**src/rtl/alu8_pkg.sv**
```systemverilog
package alu8_pkg;
  typedef enum logic [3:0] {
    OP_MOV = 4'd0,
    OP_ADD = 4'd1,
    OP_SUB = 4'd2,
    OP_CMP = 4'd3,
    OP_AND = 4'd4,
    OP_OR  = 4'd5,
    OP_XOR = 4'd6,
    OP_ROR = 4'd7,
    OP_SHL = 4'd8,
    OP_SHR = 4'd9
  } alu_op_e;

  typedef struct packed {
    logic c;
    logic z;
    logic s;
    logic v;
  } alu_flags_t;
endpackage

```
**src/rtl/alu8_addsub.sv**
```systemverilog
module alu8_addsub #(
  parameter int W = 8
) (
  input  logic [W-1:0] a,
  input  logic [W-1:0] b,
  input  logic         sub,
  output logic [W-1:0] res,
  output logic         c,
  output logic         v
);
  localparam int MSB = W - 1;

  logic [W:0]   wide;
  logic [W-1:0] b_eff;

  assign b_eff = sub ? ~b : b;
  assign wide  = {1'b0, a} + {1'b0, b_eff} + {{W{1'b0}}, sub};
  assign res   = wide[W-1:0];
  // Carry out of the adder means "no borrow" when subtracting.
  assign c     = sub ? ~wide[W] : wide[W];
  assign v     = sub ? ((a[MSB] != b[MSB]) && (res[MSB] != a[MSB]))
                     : ((a[MSB] == b[MSB]) && (res[MSB] != a[MSB]));
endmodule

```
**src/rtl/alu8_bitops.sv**
```systemverilog
module alu8_bitops #(
  parameter int W = 8
) (
  input  logic [W-1:0] a,
  input  logic [W-1:0] b,
  output logic [W-1:0] and_r,
  output logic [W-1:0] or_r,
  output logic [W-1:0] xor_r,
  output logic [W-1:0] ror_r,
  output logic [W-1:0] shl_r,
  output logic [W-1:0] shr_r,
  output logic         shl_c,
  output logic         shr_c
);
  localparam int CW = $clog2(W);

  assign and_r = a & b;
  assign or_r  = a | b;
  assign xor_r = a ^ b;
  assign shl_r = {a[W-2:0], 1'b0};
  assign shr_r = {1'b0, a[W-1:1]};
  assign shl_c = a[W-1];
  assign shr_c = a[0];

  // Logarithmic rotator: stage s rotates right by 2**s when count bit s is set.
  logic [W-1:0] stg [0:CW];
  assign stg[0] = a;
  for (genvar s = 0; s < CW; s++) begin : g_rot
    localparam int SH = 1 << s;
    assign stg[s+1] = b[s] ? {stg[s][SH-1:0], stg[s][W-1:SH]} : stg[s];
  end
  assign ror_r = stg[CW];
endmodule

```
**src/rtl/alu8_core.sv**
```systemverilog
module alu8_core
  import alu8_pkg::*;
#(
  parameter int W = 8
) (
  input  logic         clk,
  input  logic         rst,
  input  logic [3:0]   op_sel,
  input  logic [W-1:0] opa,
  input  logic [W-1:0] opb,
  input  logic [3:0]   flags_in,
  output logic [W-1:0] result,
  output logic [3:0]   flags_out,
  output logic         res_we
);
  localparam int CW = $clog2(W);

  alu_op_e    op;
  alu_flags_t fin, nxt_f, flg_q;
  logic [W-1:0] as_res, and_r, or_r, xor_r, ror_r, shl_r, shr_r, nxt_res;
  logic as_c, as_v, shl_c, shr_c, do_sub, nxt_we, upd;

  assign op     = alu_op_e'(op_sel);
  assign fin    = alu_flags_t'(flags_in);
  assign do_sub = (op == OP_SUB) || (op == OP_CMP);

  alu8_addsub #(.W(W)) u_addsub (
    .a(opa), .b(opb), .sub(do_sub), .res(as_res), .c(as_c), .v(as_v)
  );

  alu8_bitops #(.W(W)) u_bitops (
    .a(opa), .b(opb), .and_r(and_r), .or_r(or_r), .xor_r(xor_r),
    .ror_r(ror_r), .shl_r(shl_r), .shr_r(shr_r), .shl_c(shl_c), .shr_c(shr_c)
  );

  always_comb begin
    nxt_res = opb;
    nxt_f   = fin;
    nxt_we  = 1'b1;
    upd     = 1'b1;
    case (op)
      OP_ADD, OP_SUB: begin nxt_res = as_res; nxt_f.c = as_c; nxt_f.v = as_v; end
      OP_CMP: begin nxt_res = as_res; nxt_f.c = as_c; nxt_f.v = as_v; nxt_we = 1'b0; end
      OP_AND: begin nxt_res = and_r; nxt_f.c = 1'b0; nxt_f.v = 1'b0; end
      OP_OR:  begin nxt_res = or_r;  nxt_f.c = 1'b0; nxt_f.v = 1'b0; end
      OP_XOR: begin nxt_res = xor_r; nxt_f.c = 1'b0; nxt_f.v = 1'b0; end
      OP_ROR: nxt_res = ror_r;
      OP_SHL: begin nxt_res = shl_r; nxt_f.c = shl_c; nxt_f.v = 1'b0; end
      OP_SHR: begin nxt_res = shr_r; nxt_f.c = shr_c; nxt_f.v = 1'b0; end
      default: upd = 1'b0;
    endcase
    if (upd) begin
      nxt_f.z = (nxt_res == '0);
      nxt_f.s = nxt_res[W-1];
    end
  end

  always_ff @(posedge clk) begin
    if (rst) begin
      result <= '0;
      flg_q  <= '0;
      res_we <= 1'b0;
    end else begin
      result <= nxt_res;
      flg_q  <= nxt_f;
      res_we <= nxt_we;
    end
  end

  assign flags_out = flg_q;

  AST_CMP_NO_WB: assert property (@(posedge clk) disable iff (rst)
    (op_sel == 4'd3) |=> !res_we);
  AST_MOVE_KEEPS_FLAGS: assert property (@(posedge clk) disable iff (rst)
    (op_sel == 4'd0) |=> (flags_out == $past(flags_in)));
  AST_LOGIC_CLEARS_CV: assert property (@(posedge clk) disable iff (rst)
    (op_sel inside {4'd4, 4'd5, 4'd6}) |=> (!flags_out[3] && !flags_out[0]));
  AST_ZERO_TRACKS: assert property (@(posedge clk) disable iff (rst)
    (op_sel inside {[4'd1:4'd9]}) |=> (flags_out[2] == (result == '0)));
  AST_SIGN_TRACKS: assert property (@(posedge clk) disable iff (rst)
    (op_sel inside {[4'd1:4'd9]}) |=> (flags_out[1] == result[W-1]));
  AST_ROR_IDENTITY: assert property (@(posedge clk) disable iff (rst)
    ((op_sel == 4'd7) && (opb[CW-1:0] == '0)) |=> (result == $past(opa)));
  AST_SHIFT_CLEARS_V: assert property (@(posedge clk) disable iff (rst)
    (op_sel inside {4'd8, 4'd9}) |=> !flags_out[0]);
endmodule

```
**config.mk**
```make
export PLATFORM = sky130hd
export DESIGN_NAME = alu8_core
export DESIGN_NICKNAME = d
export VERILOG_FILES = /design/src/rtl/alu8_pkg.sv /design/src/rtl/alu8_addsub.sv /design/src/rtl/alu8_bitops.sv /design/src/rtl/alu8_core.sv
export SDC_FILE = /design/constraint.sdc
export NUM_CORES = 1
export LEC_CHECK = 0
export BUFFER_PORTS_ARGS = -buffer_cell sky130_fd_sc_hd__buf_2
export CORE_AREA = 4 4 113 72
export CTS_CLUSTER_DIAMETER = 100
export DETAILED_ROUTE_END_ITERATION = 12
export DIE_AREA = 0 0 117 76
export PLACE_DENSITY_LB_ADDON = 0.08
export SLEW_MARGIN = 40
export SYNTH_ARGS = -nofsm -noshare
export SYNTH_HDL_FRONTEND = slang
export SYNTH_SLANG_ARGS = --single-unit
```
**constraint.sdc**
```tcl
create_clock -name clk -period 4.8 [get_ports clk]
set_clock_uncertainty 0.1 [all_clocks]
set_input_delay 0.24 -clock clk [delete_from_list [all_inputs] [get_ports clk]]
set_output_delay 0.24 -clock clk [all_outputs]
set_load 0.03 [all_outputs]
```
==> out/metrics.yaml <==
yosys:
  ys_async_sr_fraction: 0
  synth_top_area_frac: 0.144
  synth_edf_count: 0
  netlist_instances: 268
  ys_seq_area_frac: 0.125
  yosys.area.top_type: "ha_1"
  yosysMostFrequentCell: "ha_1"
  syn_nets: 319
  netlist_area_um2: 2090
  synth_flop_cell: "dfxtp_1"
  synth_cell_types: 62
  synthTopCellsByArea: "ha_1 14%, dfxtp_1 12%, mux4_2 6.5%"
  synth_warnings: 0
  synth_commonest_cells: "24 x ha_1, 23 x nand2_1, 21 x a21oi_1"
  ys_ff_latch: 13
  synth.avg_cell_area_um2: 7.80
route:
  avgRoutedWirePerCell_um: 19.5
  totalWireLength_mm: 7.52
  viasPerCell: 5.52
  vias: 2124
  drtAntennaViolNets: 0
  drc_errors: 0
  drtPass1Iterations: 5
  initialDrtViolationCount: 250
timing:
  hold_violations: 0
  setup_violations: 0
  slew_violations: 0
  rsz0062_at_grt: "false"
  relSlewSlack: 0.478
  worst_pin_slew_ps: 778
  max_freq_mhz: 273
  fin_setup_tns_ps: 0
  period_minus_slack_ps: 3660
  period_share: 0.763
  worst_slack_ps: 1140
clocking:
  clockBufferDepth: 2
  cts_buffers: 3
  cts_tree: "yes"
  cts_hold_buf: 0
  path_clk_slew_ps: 40
  cts_resized: 0
  htree_levels: 1
  post_cts_buffers: 0
  cts.sinks: 13
  root_buffer: "clkbuf_16"
global_route:
  grt_start_max_net_pins: 27
  grt.total_usage: 0.170
  antenna_found_initial: 0
  grt-ovfl-total: 0
  grt_pass1_wl_mm: 11.8
  grt_pass1_vias: 2051
setup_path:
  path_class: "in -> reg"
  crit_fanout: 20
  worst_setup_path_start_kind: "primary input"
  cp.required_ps: 4830
  critPathArrivalTime_ps: 3690
  cp-end-kind: "flop"
final_layout:
  drive_gt1_frac: 0.218
  diodes: 0
  area_growth_pct: 14.2
  final_cells: 385
  final_core_util: 0.337
  fin_nets: 346
floorplan:
  start_util: 0.295
  core_area_um2: 7090
  die_w_um: 117
  die_h_um: 76
  pin_count: 39
  die-area_um2: 8890
  std_cell_rows: 24
placement:
  port_buffers: 38
  dp_hpwl_mm: 5.92
  numPlacedInstances: 381
  post-place-ws_ps: 920
  globalplace.congestion: 0.902
pwr:
  max-vdd-ir-drop_v: 0.0000995
  power.density_nw_per_um2: 224
  total_power_uw: 534
  p_leak_nw: 1.03
flow_run:
  drv_cap: 0
min_path:
  hold_class: "in -> reg"
status:
  status: "completed"
==> per-stage QoR <==
stage / hold slack, ps / instance area [µm²]
finish: 150 / 2390
global route: 162 / 2390
CTS: 150 / 2390
detailed placement: 385 / 2310
global placement: 397 / 2310
floorplan: 210 / 2090
==> final timing paths <==
kind | startpoint | endpoint | depth (start not counted)
worst max-delay path | op_sel[1] | flags_out[2] | 12
worst min-delay path | flags_in[0] | flags_out[0] | 3
==> layout by cell type (no fill, tap or decap), types with 3 or more instances in the layout <==
cell | synthesis | routed
nand2_1 | 23 | 23
buf_2 | 9 | 38
a21oi_1 | 21 | 21
inv_2 | 6 | 6
nor2_1 | 19 | 19
clkbuf_16 | 0 | 3
o21ai_1 | 5 | 5
o21ai_0 | 14 | 14
o211ai_1 | 5 | 5
ha_1 | 24 | 24
nand2b_1 | 3 | 3
o22ai_1 | 4 | 4
nor3_1 | 9 | 9
nand3_1 | 6 | 6
inv_1 | 17 | 17
a2bb2oi_1 | 3 | 3
nor2b_1 | 4 | 4
mux2i_1 | 4 | 4
mux4_2 | 6 | 6
a31oi_1 | 3 | 3
dfxtp_1 | 13 | 13
xnor2_1 | 11 | 11
==> critical path, cell delays in order <==
cell,delay (ps)
buf_2,320
inv_2,190
nor3_2,690
xnor2_1,240
fa_1,470
nand3_1,120
a21oi_1,90
o21ai_0,240
or3b_1,380
a32oi_1,270
and4bb_1,230
a41o_1,230
==> layer usage <==
layer	track usage	share of wire	up-vias	wire length, µm
li1	-	-	1044	-
met1	0.262	0.50	984	3790
met2	0.231	0.40	84	3020
met3	0.0492	0.083	12	622
met4	0.0298	0.012	0	90
met5	0	0	-	0
==> cell type report <==
| class | instances | area (µm²) |
|---|---|---|
| timing repair buffer | 38 | 190 |
| inverter | 24 | 90.1 |
| clock buffer | 4 | 78.8 |
| multi-input combinational | 215 | 1650 |
| fill | 761 | 4700 |
| tap | 91 | 114 |
| sequential | 13 | 260 |
==> kinds of logic (layout without fill, tap and decap cells) <==
logic type | count (synthesis) | count (layout) | synth area share
AO/OA/AOI/OAI | 89 | 89 | 0.308
AND/OR/NAND/NOR | 78 | 78 | 0.192
XOR/XNOR | 13 | 13 | 0.0545
buffers and inverters | 40 | 66 | 0.0844
adder cells (fa/ha/maj) | 25 | 25 | 0.153
multiplexers | 10 | 10 | 0.0838
flip-flops | 13 | 13 | 0.125
==> flip-flops by register name, summed over array words and instances, names as in the netlist <==
name,flops
result,8
flags_out,4
res_we,1
==> power by group <==
group / leakage (nW) / internal (mW) / switching (mW) / total [mW]
Clock: 0.0382 / 0.112 / 0.0425 / 0.154
Sequential: 0.108 / 0.118 / 0.00191 / 0.120
Combinational: 0.886 / 0.0968 / 0.163 / 0.259
(Power assumes the default switching activity.)
